[src/rtl/tv_pkg.sv]
package tv_pkg;

   // Ways of forming an absolute difference
   typedef enum logic [0:0] {
      ABS_COMPARE  = 1'b0,
      ABS_NEGATE   = 1'b1
   } abs_style_e;

   // Routing targets
   typedef enum logic {
      ROUTE_INTERP = 1'b0,
      ROUTE_NN     = 1'b1
   } route_e;

   // Width that holds the worst-case tile score
   function automatic int unsigned tv_score_width(input int unsigned n, input int unsigned pw);
      longint unsigned worst;
      worst = longint'(n - 1) * longint'(n - 1) * 2 * ((longint'(1) << pw) - 1);
      return $clog2(worst + 1);
   endfunction

endpackage

[src/rtl/tv_tap_chain.sv]
module tv_tap_chain #(
   parameter int unsigned N     = 32,
   parameter int unsigned PIX_W = 8
) (
   input  logic             clk,
   input  logic             rst_n,
   input  logic             shift_en,
   input  logic [PIX_W-1:0] pix_in,
   output logic [PIX_W-1:0] tap_right,
   output logic [PIX_W-1:0] tap_center
);

   // stage k holds the pixel accepted k+1 positions earlier
   logic [PIX_W-1:0] stg [N];

   generate
      for (genvar k = 0; k < N; k++) begin : g_stage
         always_ff @(posedge clk or negedge rst_n) begin
            if (!rst_n) begin
               stg[k] <= '0;
            end else if (shift_en) begin
               if (k == 0) stg[k] <= pix_in;
               else        stg[k] <= stg[k-1];
            end
         end
      end
   endgenerate

   // N-1 positions back: right neighbour of the centre; N back: the centre
   assign tap_right  = stg[N-2];
   assign tap_center = stg[N-1];

   assert_chain_load_R1: assert property (@(posedge clk) disable iff (!rst_n)
      shift_en |=> (stg[0] == $past(pix_in)));

   assert_chain_hold_R7: assert property (@(posedge clk) disable iff (!rst_n)
      !shift_en |=> ($stable(tap_center) && $stable(tap_right)));

endmodule

[src/rtl/tv_grad.sv]
module tv_grad #(
   parameter int unsigned       PIX_W     = 8,
   parameter tv_pkg::abs_style_e ABS_STYLE = tv_pkg::ABS_COMPARE
) (
   input  logic [PIX_W-1:0] center,
   input  logic [PIX_W-1:0] right,
   input  logic [PIX_W-1:0] down,
   output logic [PIX_W:0]   grad
);

   logic [PIX_W-1:0] d_right;
   logic [PIX_W-1:0] d_down;

   generate
      if (ABS_STYLE == tv_pkg::ABS_COMPARE) begin : g_cmp
         always_comb begin
            d_right = (right >= center) ? (right - center) : (center - right);
            d_down  = (down  >= center) ? (down  - center) : (center - down);
         end
      end else begin : g_neg
         logic [PIX_W:0] s_right;
         logic [PIX_W:0] s_down;
         always_comb begin
            s_right = {1'b0, right} - {1'b0, center};
            s_down  = {1'b0, down}  - {1'b0, center};
            d_right = s_right[PIX_W] ? PIX_W'(-s_right) : s_right[PIX_W-1:0];
            d_down  = s_down[PIX_W]  ? PIX_W'(-s_down)  : s_down[PIX_W-1:0];
         end
      end
   endgenerate

   assign grad = {1'b0, d_right} + {1'b0, d_down};

endmodule

[src/rtl/tv_accum.sv]
module tv_accum #(
   parameter int unsigned N       = 32,
   parameter int unsigned PIX_W   = 8,
   parameter int unsigned SCORE_W = 19
) (
   input  logic               clk,
   input  logic               rst_n,
   input  logic               in_valid,
   input  logic [PIX_W:0]     grad,
   input  logic [SCORE_W-1:0] threshold,
   output logic               done,
   output logic [SCORE_W-1:0] score,
   output logic               route_nn
);

   localparam int unsigned CW = (N > 1) ? $clog2(N) : 1;
   localparam logic [CW-1:0] LAST = CW'(N - 1);

   logic [CW-1:0]      col;
   logic [CW-1:0]      row;
   logic [SCORE_W-1:0] acc;
   logic [SCORE_W-1:0] thr_q;
   logic               at_last_col;
   logic               at_last_row;
   logic               at_first;
   logic               take_grad;
   logic [SCORE_W:0]   acc_sum;
   tv_pkg::route_e     route_sel;

   always_comb begin
      at_last_col = (col == LAST);
      at_last_row = (row == LAST);
      at_first    = (row == '0) && (col == '0);
      // the incoming pixel is the lower tap; centre sits one row up
      take_grad   = (row != '0) && !at_last_col;
      acc_sum     = (at_first ? '0 : {1'b0, acc})
                  + (take_grad ? (SCORE_W+1)'(grad) : '0);
      route_sel   = (acc_sum[SCORE_W-1:0] > thr_q) ? tv_pkg::ROUTE_NN : tv_pkg::ROUTE_INTERP;
   end

   always_ff @(posedge clk or negedge rst_n) begin
      if (!rst_n) begin
         col      <= '0;
         row      <= '0;
         acc      <= '0;
         thr_q    <= '0;
         done     <= 1'b0;
         score    <= '0;
         route_nn <= 1'b0;
      end else begin
         done <= 1'b0;
         if (in_valid) begin
            acc <= acc_sum[SCORE_W-1:0];
            if (at_first) thr_q <= threshold;
            if (at_last_col) begin
               col <= '0;
               row <= at_last_row ? '0 : row + 1'b1;
            end else begin
               col <= col + 1'b1;
            end
            if (at_last_col && at_last_row) begin
               done     <= 1'b1;
               score    <= acc_sum[SCORE_W-1:0];
               route_nn <= (route_sel == tv_pkg::ROUTE_NN);
            end
         end
      end
   end

   assert_no_overflow_R9: assert property (@(posedge clk) disable iff (!rst_n)
      in_valid |-> !acc_sum[SCORE_W]);

   assert_edge_skip_R2: assert property (@(posedge clk) disable iff (!rst_n)
      (in_valid && at_last_col) |=> (acc == $past(acc)));

   assert_stall_hold_R7: assert property (@(posedge clk) disable iff (!rst_n)
      !in_valid |=> ($stable(col) && $stable(row) && $stable(acc)));

   assert_done_pulse_R5: assert property (@(posedge clk) disable iff (!rst_n)
      done |=> !done);

   assert_strict_route_R3: assert property (@(posedge clk) disable iff (!rst_n)
      done |-> (route_nn == (score > thr_q)));

endmodule

[src/rtl/tv_dispatch.sv]
module tv_dispatch #(
   parameter int unsigned        N         = 32,
   parameter int unsigned        PIX_W     = 8,
   parameter int unsigned        SCORE_W   = tv_pkg::tv_score_width(N, PIX_W),
   parameter tv_pkg::abs_style_e ABS_STYLE = tv_pkg::ABS_COMPARE
) (
   input  logic               clk,
   input  logic               rst_n,
   input  logic               in_valid,
   input  logic [PIX_W-1:0]   in_pixel,
   input  logic [SCORE_W-1:0] threshold,
   output logic               done,
   output logic [SCORE_W-1:0] score,
   output logic               route_nn
);

   generate
      if (N < 2) begin : g_bad_side
         $error("tv_dispatch: tile side N must be at least 2");
      end
      if (PIX_W < 1) begin : g_bad_pix
         $error("tv_dispatch: PIX_W must be at least 1");
      end
      if (SCORE_W < tv_pkg::tv_score_width(N, PIX_W) || SCORE_W <= PIX_W) begin : g_bad_score
         $error("tv_dispatch: SCORE_W too narrow for the worst-case score");
      end
   endgenerate

   logic [PIX_W-1:0] tap_right;
   logic [PIX_W-1:0] tap_center;
   logic [PIX_W:0]   grad;

   tv_tap_chain #(.N(N), .PIX_W(PIX_W)) i_chain (
      .clk        (clk),
      .rst_n      (rst_n),
      .shift_en   (in_valid),
      .pix_in     (in_pixel),
      .tap_right  (tap_right),
      .tap_center (tap_center)
   );

   tv_grad #(.PIX_W(PIX_W), .ABS_STYLE(ABS_STYLE)) i_grad (
      .center (tap_center),
      .right  (tap_right),
      .down   (in_pixel),
      .grad   (grad)
   );

   tv_accum #(.N(N), .PIX_W(PIX_W), .SCORE_W(SCORE_W)) i_accum (
      .clk       (clk),
      .rst_n     (rst_n),
      .in_valid  (in_valid),
      .grad      (grad),
      .threshold (threshold),
      .done      (done),
      .score     (score),
      .route_nn  (route_nn)
   );

   assert_result_hold_R5: assert property (@(posedge clk) disable iff (!rst_n)
      !done |-> ($stable(score) && $stable(route_nn)));

endmodule

[config.mk]
export PLATFORM = sky130hd
export DESIGN_NAME = tv_dispatch
export DESIGN_NICKNAME = d
export VERILOG_FILES = /design/src/rtl/tv_pkg.sv /design/src/rtl/tv_tap_chain.sv /design/src/rtl/tv_grad.sv /design/src/rtl/tv_accum.sv /design/src/rtl/tv_dispatch.sv
export SDC_FILE = /design/constraint.sdc
export NUM_CORES = 1
export LEC_CHECK = 0
export ABC_AREA = 1
export BUFFER_PORTS_ARGS = -buffer_cell sky130_fd_sc_hd__buf_2
export CAP_MARGIN = 10
export CORE_MARGIN = 5
export CORE_UTILIZATION = 26
export CTS_CLUSTER_DIAMETER = 100
export DETAILED_ROUTE_END_ITERATION = 10
export GPL_TIMING_DRIVEN = 0
export HOLD_SLACK_MARGIN = 0.1
export PLACE_DENSITY_LB_ADDON = 0.15
export RECOVER_POWER = 50
export REMOVE_ABC_BUFFERS = 1
export SKIP_CTS_REPAIR_TIMING = 1
export SYNTH_ARGS = -nofsm -noshare
export SYNTH_HDL_FRONTEND = slang
export SYNTH_HIERARCHICAL = 1
export SYNTH_SLANG_ARGS = --single-unit
[constraint.sdc]
create_clock -name clk -period 5.9 [get_ports clk]
set_input_delay 0.295 -clock clk [delete_from_list [all_inputs] [get_ports clk]]
set_output_delay 0.295 -clock clk [all_outputs]
set_load 0.05 [all_outputs]
==> reports/results.txt, run 1 <==
Tmin final: 5.45 ns
DR vias: 11,700
Ports: 51
top-count cell post-synth: nand2_1
DRC: 0
largest net degree at the start of global routing: 146
Netlist Area Pre-Place: 16,100 µm²
Critical Path Sink Type: flop
Synth Instances: 1,939
multi-input gate area in the final layout: 6730 µm²
Reg area: 8140 µm²
Area Overhead vs Synth: 14.8%
maximum root-to-sink buffer count: 3
count of cell types in the netlist: 46
Leak Pwr: 10.1 nW
# clock sinks: 325
worst IR drop on VDD: 0.187 mV
crit path launch type: flop
max incr delay on CP: 0.47 ns
register area share after synthesis: 50.5%
mean post-synth cell area: 8.31 µm²
Post-synth ARST share: 100%
total CTS buffers: 40
Setup CP Type: flop to flop
fmax: 183 MHz
Pre-antenna DRT Iters: 5
Post-DP Area: 16,900 µm²
Synth Register Bits: 325
Final Power: 7.41 mW
htree depth: 2
Slew Viols, Final: 365
clk slew on worst S/H paths: 0.06 ns
critical path's most frequent cell: nand2_1
failing checks: capacitance limit, slew limit
Slew headroom: -98.2%
class of the worst hold path: flop to flop
vias per cell: 4.09
first-pass GRT wire length: 56,500 µm
I/O Buffers: 50
antenna violations before repair: 0
clock root buffer: clkbuf_16
hpwl dp: 20,100 µm
Worst path slowest cell: fa_1
Least-Margin Pin Slew: 2.97 ns
starting DRC count in detailed routing: 747
Main synth FF type: dfrtp_1
Die W: 259 µm
Post-synth top cells: 1,008 x nand2_1, 325 x dfrtp_1, 145 x inv_1
Final TNS setup: 0 ns
antenna-violating nets left: 0
CP required: 6.33 ns
post-synth top area share: 50.5%
TritonCTS clock tree: done
die area: 67,000 µm²
post-route cell area: 18,500 µm²
Post-synth EDFFs: 0
critical path peak fanout: 6
final hold vios: 0
fin crit share: 92.4%
effective utilization at floorplan: 26.2%
vias in the first global route: 11,400
total track usage: 9.83%
grt total ovfl: 0
die span in y: 259 µm
ant diodes: 0
layout net count: 2,093
outcome: finished, violations left
Worst Skew: 0.0119 ns
Fillers: 6,550
final setup fails: 0
max-cap viol count: 3
Detailed Route WL: 32,900 µm
drt wl/cell: 11.5 µm
GPL Wtd Cong: 0.805
core box area: 61,600 µm²
yosys warns: 6
P per Cell Area: 400 nW/µm²
area leader, netlist: dfrtp_1
clock insertion delay at the later pin of the skew report: 0.55 ns
layout cells sized above 1: 9.09%
Worst Path Arrival: 5.89 ns
synth top area cells: dfrtp_1 50%, nand2_1 23%, ha_1 5.6%
Rows: 91
-- cells in the final DEF, fill, tap and decap left out, drive strengths merged --
cell           instances
nand2               1019
dfrtp                325
inv                  155
clkbuf                87
ha                    72
nand3                 67
nor2                  58
buf                   38
o21ai                 37
a21oi                 35
dlygate4sd3           29
xor2                  20
mux2                  19
nand4                  9
xnor2                  6
nor3                   6
fa                     6
and2                   5
a21o                   4
or2                    4
clkinv                 3
bufinv                 2
a21boi                 1
nor4                   1
nor3b                  1
a211oi                 1
nand3b                 1
clkinvlp               1
a31oi                  1
clkdlybuf4s25          1
-- state kept, by name (all words and copies together) (netlist names) --
signal / cells
i_chain/stg: 240
i_accum/acc: 19
i_accum/score: 19
i_accum/thr_q: 19
i_chain/tap_center: 8
i_chain/tap_right: 8
i_accum/col: 5
i_accum/row: 5
i_accum/done: 1
i_accum/route_nn: 1
-- area by class of cell --
| cell class | count | share of cell area (%) |
|---|---|---|
| repair buffers | 93 | 3.67 |
| well taps | 837 | 5.66 |
| inverters | 152 | 3.15 |
| multi-input cells | 1373 | 36.4 |
| flip-flops and latches | 325 | 44.0 |
| clock inverters | 9 | 0.717 |
| clock buffers | 62 | 6.45 |
-- kinds of logic after synthesis --
| kind of cell | share of synthesized area, % |
|---|---|
| flip-flops | 50.5 |
| XOR/XNOR | 1.51 |
| buffers and inverters | 8.12 |
| multiplexers | 1.56 |
| AO/OA/AOI/OAI | 2.72 |
| AND/OR/NAND/NOR | 29.3 |
| adder cells (fa/ha/maj) | 6.34 |
-- metal layers --
metal | track usage (%) | wire length, µm
met5 | 0 | 0
met4 | 3.23 | 779
met3 | 2.05 | 1330
met2 | 15.3 | 14300
met1 | 13.7 | 16500
-- per-stage QoR --
step | hold WS (ns) | setup slack, ns | util, % | instances
floorplan | -0.000591 | 1.03 | - | 1850
CTS | -0.211 | -0.114 | 29.5 | 2814
global placement | 0.452 | -2.65 | 27.1 | 2737
finish | 0.465 | 0.447 | 30.0 | 2851
detailed placement | 0.396 | -0.0769 | 27.4 | 2743
global route | 0.482 | -0.0109 | 30.0 | 2851
-- power by group --
group | switching [mW] | total, mW | internal [mW]
Sequential | 0.183 | 2.75 | 2.57
Clock | 0.967 | 2.45 | 1.49
Combinational | 1.38 | 2.20 | 0.815
Total | 2.53 | 7.41 | 4.87
-- worst max-delay path, delay by kind of cell (launching register included) --
kind	cells	cell delay, ns
buffers and inverters	4	0.56
flip-flops	1	0.41
adder cells (fa/ha/maj)	4	1.35
AND/OR/NAND/NOR	21	2.39
AO/OA/AOI/OAI	3	0.47
XOR/XNOR	1	0.16
-- worst paths after layout --
| check | startpoint | endpoint | slack, ns | cells after the start |
|---|---|---|---|---|
| min reg2reg | i_chain/stg[227] | i_chain/stg[219] | 0.47 | 2 |
| max reg2reg | i_chain/tap_center[1] | i_accum/route_nn | 0.45 | 33 |
| min | i_chain/stg[227] | i_chain/stg[219] | 0.47 | 2 |
| max | i_chain/tap_center[1] | i_accum/route_nn | 0.45 | 33 |
| min in group asynchronous | rst_n | i_chain/stg[118] | 1.42 | 3 |
| max in group asynchronous | rst_n | i_chain/stg[148] | 1.30 | 5 |
Power figures use the tool's default switching activity.
==> run 2, diff against run 1 <==
clock period = 7 ns   (was 5.9 ns; I/O delays follow)
==> run 2 against run 1 <==
The run still ends with capacitance limit, slew limit left; design area down 0.55%; clock-buffer cell count unchanged; clock skew about the same; cell count down 0.32%; global-route usage unchanged; register-to-register slack better by 0.64 ns; power down 16%; flip-flop and latch count unchanged; critical path type unchanged; critical endpoint unchanged.
==> reports/results.txt, run 2 (same netlist as run 1, synthesis figures left out) <==
outcome: finished, violations left (unchanged)
failing checks: capacitance limit, slew limit (unchanged)
clock insertion delay at the later pin of the skew report: 0.55 ns (about the same)
largest reg by FF count: i_chain/stg (unchanged)
Leak Pwr: 10.1 nW (about the same)
Top Family by Delay on Critical Path: simple AND/OR/NAND/NOR gates (unchanged)
DR vias: 11,600 (was 11,700)
CP Buf/Inv Count: 3 (was 4)
WHS Path Cells: 3 (was 2)
Area Overhead vs Synth: 14.2% (was 14.8%)
max reg flops: 240 (unchanged)
antenna-violating nets left: 0 (unchanged)
Setup CP Type: flop to flop (unchanged)
Rows: 91 (unchanged)
final hold vios: 0 (unchanged)
die area: 67,000 µm² (unchanged)
largest net degree at the start of global routing: 146 (unchanged)
hpwl dp: 20,100 µm (unchanged)
Setup WS pre-CTS: 1.02 ns (was -0.0769 ns)
Slew Viols, Final: 259 (was 365)
Worst Hold End: i_chain/stg[249] (was i_chain/stg[219])
starting DRC count in detailed routing: 759 (was 747)
Worst Skew: 0.0119 ns (about the same)
fin crit share: 84.4% (was 92.4%)
DRC: 0 (unchanged)
final worst slack: 1.09 ns (was 0.447 ns)
Worst path slowest cell: dfrtp_1 (was fa_1)
layout cells sized above 1: 8.03% (was 9.09%)
critical path peak fanout: 9 (was 6)
FF-to-FF setup slack: 1.09 ns (was 0.45 ns)
Pre-antenna DRT Iters: 5 (unchanged)
die span in y: 259 µm (unchanged)
drt wl/cell: 11.5 µm (about the same)
vias per cell: 4.08 (was 4.09)
effective utilization at floorplan: 26.2% (unchanged)
vias in the first global route: 11,400 (unchanged)
max-cap viol count: 2 (was 3)
total track usage: 9.83% (unchanged)
antenna violations before repair: 0 (unchanged)
R2R Path Start: i_chain/tap_center[1] (unchanged)
ant diodes: 0 (unchanged)
RSZ-0062 raised after global routing: false
P per Cell Area: 337 nW/µm² (was 400 nW/µm²)
GPL Wtd Cong: 0.805 (unchanged)
crit path launch type: flop (unchanged)
hold_sp: in_pixel[1] (was i_chain/stg[227])
layout net count: 2,084 (was 2,093)
fmax: 169 MHz (was 183 MHz)
htree depth: 2 (unchanged)
Tmin final: 5.91 ns (was 5.45 ns)
TritonCTS clock tree: done (unchanged)
grt total ovfl: 0 (unchanged)
worst IR drop on VDD: 0.158 mV (was 0.187 mV)
commonest non-fill, non-tap cells in the layout: 1,008 x nand2_1, 325 x dfrtp_1, 145 x inv_1 (was 1,007 x nand2_1, 323 x dfrtp_1, 144 x inv_1)
fin util: 29.9% (was 30.0%)
core box area: 61,600 µm² (unchanged)
max incr delay on CP: 0.50 ns (was 0.47 ns)
I/O Buffers: 50 (unchanged)
maximum root-to-sink buffer count: 3 (unchanged)
clk slew on worst S/H paths: 0.06 ns (about the same)
Critical Path Sink Type: flop (unchanged)
Worst Setup SP: i_chain/tap_center[1] (unchanged)
critical path's most frequent cell: nand2_1 (unchanged)
commonest non-fill, non-tap cell in the layout: nand2_1 (unchanged)
first-pass GRT wire length: 56,500 µm (unchanged)
Detailed Route WL: 32,800 µm (was 32,900 µm)
CP Depth: 35 (was 33)
cells on worst reg2reg path: 35 (was 33)
final setup fails: 0 (unchanged)
Least-Margin Pin Slew: 5.10 ns (was 2.97 ns)
Worst Path Arrival: 6.34 ns (was 5.89 ns)
CP required: 7.43 ns (was 6.33 ns)
# clock sinks: 325 (unchanged)
r2r endpoint: i_accum/route_nn (unchanged)
Slew headroom: -240% (was -98.2%)
Ports: 51 (unchanged)
class of the worst hold path: primary input to flop (was flop to flop)
clock root buffer: clkbuf_16 (unchanged)
Die W: 259 µm (unchanged)
total CTS buffers: 40 (unchanged)
-- run 2: where the power goes --
group | internal, mW | switching (mW) | leakage, nW | total (mW)
sequential | 2.17 | 0.154 | 4.37 | 2.32
clock | 1.25 | 0.814 | 0.651 | 2.07
combinational | 0.671 | 1.15 | 5.06 | 1.82
total | 4.09 | 2.11 | 10.1 | 6.21
-- run 2: worst max path at each step --
stage	to	slack, ns
after floorplan	i_accum/route_nn	2.13
after global placement	i_chain/stg[174]	-1.60
after detailed placement	i_accum/route_nn	1.02
after CTS	i_accum/route_nn	0.99
after global routing	i_chain/stg[235]	0.28
final	i_accum/route_nn	1.09
-- run 2: layout make-up --
| class | count | area [µm²] |
|---|---|---|
| Fill cell | 6552 | 43200 |
| Sequential cell | 325 | 8130 |
| Multi-Input combinational cell | 1373 | 6670 |
| Clock buffer | 62 | 1190 |
| Tap cell | 837 | 1050 |
| Timing Repair Buffer | 84 | 641 |
| Inverter | 152 | 578 |
| Clock inverter | 9 | 133 |
-- run 2: stage by stage --
step | power [mW] | setup TNS (ns) | cells | cell area [µm²] | hold slack (ns)
finish | 6.21 | 0 | 2842 | 18400 | 0.110
floorplan | 3.68 | 0 | 1850 | 15400 | 0.0544
detailed placement | 4.18 | 0 | 2743 | 16900 | 0.451
global placement | 4.14 | -750.91 | 2737 | 16700 | 0.452
CTS | 6.33 | 0 | 2814 | 18200 | -0.156
global route | 6.71 | 0 | 2842 | 18400 | 0.122
-- run 2: routing by layer --
metal / wire length [µm] / track usage (%) / up-vias
li1: - / - / 5981
met1: 16400 / 13.7 / 5413
met2: 14100 / 15.3 / 143
met3: 1400 / 2.05 / 47
met4: 812 / 3.23 / 0
met5: 0 / 0 / -
-- run 2: worst reg2reg max path: cells and delay by family, from the launching register on --
kind | cells | cell delay, ns
AO/OA/AOI/OAI | 2 | 0.38
adder cells (fa/ha/maj) | 4 | 1.48
AND/OR/NAND/NOR | 26 | 3.14
buffers and inverters | 3 | 0.32
flip-flops | 1 | 0.50
==> run 3, diff against run 2 <==
clock period = 5.6 ns   (was 7 ns; I/O delays follow)
==> run 3 against run 2 <==
The run still ends with capacitance limit, slew limit left; die area stayed put; routed wire length is 2.0% higher; maximum frequency is 13% higher; cell count is 0.60% higher; largest power group unchanged; highest routed layer unchanged.
==> reports/results.txt, run 3 (same netlist as run 1, synthesis figures left out) <==
DR vias: 11,800 (was 11,600)
failing checks: capacitance limit, slew limit (unchanged)
P per Cell Area: 424 nW/µm² (was 337 nW/µm²)
clk slew on worst S/H paths: 0.06 ns (about the same)
max incr delay on CP: 0.41 ns (was 0.50 ns)
Fillers: 6,528 (was 6,552)
Leak Pwr: 10.2 nW (was 10.1 nW)
wire length on met2: 14,600 µm (was 14,100 µm)
drt wl/cell: 11.7 µm (was 11.5 µm)
max-cap viol count: 2 (unchanged)
clock insertion delay at the later pin of the skew report: 0.55 ns (about the same)
Area Overhead vs Synth: 17.3% (was 14.2%)
CP Buf/Inv Count: 5 (was 3)
Die W: 259 µm (unchanged)
met3 routed WL: 1370 µm (was 1400 µm)
max reg flops: 240 (unchanged)
WL met1: 16,600 µm (was 16,400 µm)
TritonCTS clock tree: done (unchanged)
clock root buffer: clkbuf_16 (unchanged)
total track usage: 9.83% (unchanged)
largest reg by FF count: i_chain/stg (unchanged)
final setup fails: 0 (unchanged)
CP Depth: 37 (was 35)
Ports: 51 (unchanged)
ant diodes: 0 (unchanged)
largest net degree at the start of global routing: 146 (unchanged)
Top Family by Delay on Critical Path: simple AND/OR/NAND/NOR gates (unchanged)
cells on worst reg2reg path: 37 (was 35)
Rows: 91 (unchanged)
Slew Viols, Final: 258 (was 259)
Worst path slowest cell: dfrtp_1 (unchanged)
antenna violations before repair: 0 (unchanged)
hpwl dp: 20,100 µm (unchanged)
Worst Skew: 0.0121 ns (was 0.0119 ns)
Slew headroom: -97.1% (was -240%)
fin util: 30.7% (was 29.9%)
Pre-antenna DRT Iters: 5 (unchanged)
# clock sinks: 325 (unchanged)
worst hold slack: 0.465 ns (was 0.110 ns)
total CTS buffers: 40 (unchanged)
Critical Path Sink Type: flop (unchanged)
critical path's most frequent cell: nand2_1 (unchanged)
commonest non-fill, non-tap cell in the layout: nand2_1 (unchanged)
GPL Wtd Cong: 0.805 (unchanged)
Tmin final: 5.22 ns (was 5.91 ns)
class of the worst hold path: flop to flop (was primary input to flop)
final hold vios: 0 (unchanged)
fin crit share: 93.3% (was 84.4%)
maximum root-to-sink buffer count: 3 (unchanged)
die area: 67,000 µm² (unchanged)
Setup CP Type: flop to flop (unchanged)
htree depth: 2 (unchanged)
starting DRC count in detailed routing: 752 (was 759)
effective utilization at floorplan: 26.2% (unchanged)
critical path peak fanout: 5 (was 9)
I/O Buffers: 50 (unchanged)
CP required: 6.03 ns (was 7.43 ns)
antenna-violating nets left: 0 (unchanged)
WHS Path Cells: 2 (was 3)
Worst Path Arrival: 5.66 ns (was 6.34 ns)
Max Used Layer: met4 (unchanged)
layout net count: 2,101 (was 2,084)
vias per cell: 4.11 (was 4.08)
grt total ovfl: 0 (unchanged)
core box area: 61,600 µm² (unchanged)
worst IR drop on VDD: 0.210 mV (was 0.158 mV)
commonest non-fill, non-tap cells in the layout: 998 x nand2_1, 323 x dfrtp_1, 140 x inv_1 (was 1,008 x nand2_1, 325 x dfrtp_1, 145 x inv_1)
die span in y: 259 µm (unchanged)
layout cells sized above 1: 11.7% (was 8.03%)
first-pass GRT wire length: 56,500 µm (unchanged)
Detailed Route WL: 33,400 µm (was 32,800 µm)
DRC: 0 (unchanged)
Least-Margin Pin Slew: 2.96 ns (was 5.10 ns)
fmax: 191 MHz (was 169 MHz)
crit path launch type: flop (unchanged)
vias in the first global route: 11,400 (unchanged)
outcome: finished, violations left (unchanged)
==> run 3: cell types whose count changed in the layout (fill, tap and decap cells not counted), moves of 5 or more <==
| cell | before | now |
|---|---|---|
| nand3_1 | 59 | 51 |
| buf_4 | 0 | 15 |
| ha_1 | 72 | 57 |
| nand2_1 | 1008 | 998 |
| ha_4 | 0 | 11 |
| inv_1 | 145 | 140 |
| nand3_4 | 0 | 6 |
| fa_2 | 0 | 5 |
| fa_1 | 6 | 1 |
| o21ai_0 | 28 | 22 |
| nand2_2 | 7 | 16 |
==> run 3: metrics by stage <==
| stage | setup slack, ns | power, mW | TNS, ns | cells | area, µm² |
|---|---|---|---|---|---|
| floorplan | 0.733 | 4.60 | 0 | 1850 | 15400 |
| global placement | -2.93 | 5.17 | -1567.80 | 2737 | 16700 |
| detailed placement | -0.377 | 5.22 | -0.377 | 2743 | 16900 |
| CTS | -0.414 | 7.92 | -0.414 | 2814 | 18200 |
| global route | -0.0271 | 8.66 | -0.0271 | 2859 | 18900 |
| finish | 0.377 | 8.01 | 0 | 2859 | 18900 |
==> run 3: metal layers <==
layer  vias to the layer above  track usage [%]
li1                       6022                -
met1                      5536             13.7
met5                         -                0
met2                       150             15.3
met3                        46             2.05
met4                         0             3.23
==> run 3: worst register-to-register path: cells and delay by family (launching register included) <==
| family | cells | cell delay, ns |
|---|---|---|
| AO/OA/AOI/OAI | 2 | 0.20 |
| buffers and inverters | 5 | 0.43 |
| AND/OR/NAND/NOR | 24 | 2.60 |
| adder cells (fa/ha/maj) | 5 | 1.34 |
| XOR/XNOR | 1 | 0.17 |
| flip-flops | 1 | 0.41 |
==> run 3: worst paths after layout <==
check / startpoint / end / slack (ns)
min reg2reg: i_chain/stg[227] / i_chain/stg[219] / 0.46
max: i_chain/tap_right[0] / i_accum/route_nn / 0.38
max reg2reg: i_chain/tap_right[0] / i_accum/route_nn / 0.38
min: i_chain/stg[227] / i_chain/stg[219] / 0.46
max in group asynchronous: rst_n / i_chain/stg[148] / 2.07
min in group asynchronous: rst_n / i_chain/stg[118] / 1.43
==> run 3: final cells by class <==
type / count / area [µm²] / share of cell area (%)
repair buffers: 100 / 762 / 4.03
clock inverters: 9 / 133 / 0.702
inverters: 152 / 577 / 3.05
multi-input cells: 1374 / 7050 / 37.3
clock buffers: 62 / 1190 / 6.32
flip-flops and latches: 325 / 8140 / 43.0
well taps: 837 / 1050 / 5.54
==> run 3: where the power goes <==
part           switching [mW]  internal, mW  leakage (nW)
combinational            1.55         0.978          5.18
sequential              0.194          2.71          4.36
clock                    1.02          1.57         0.651
total                    2.76          5.25          10.2
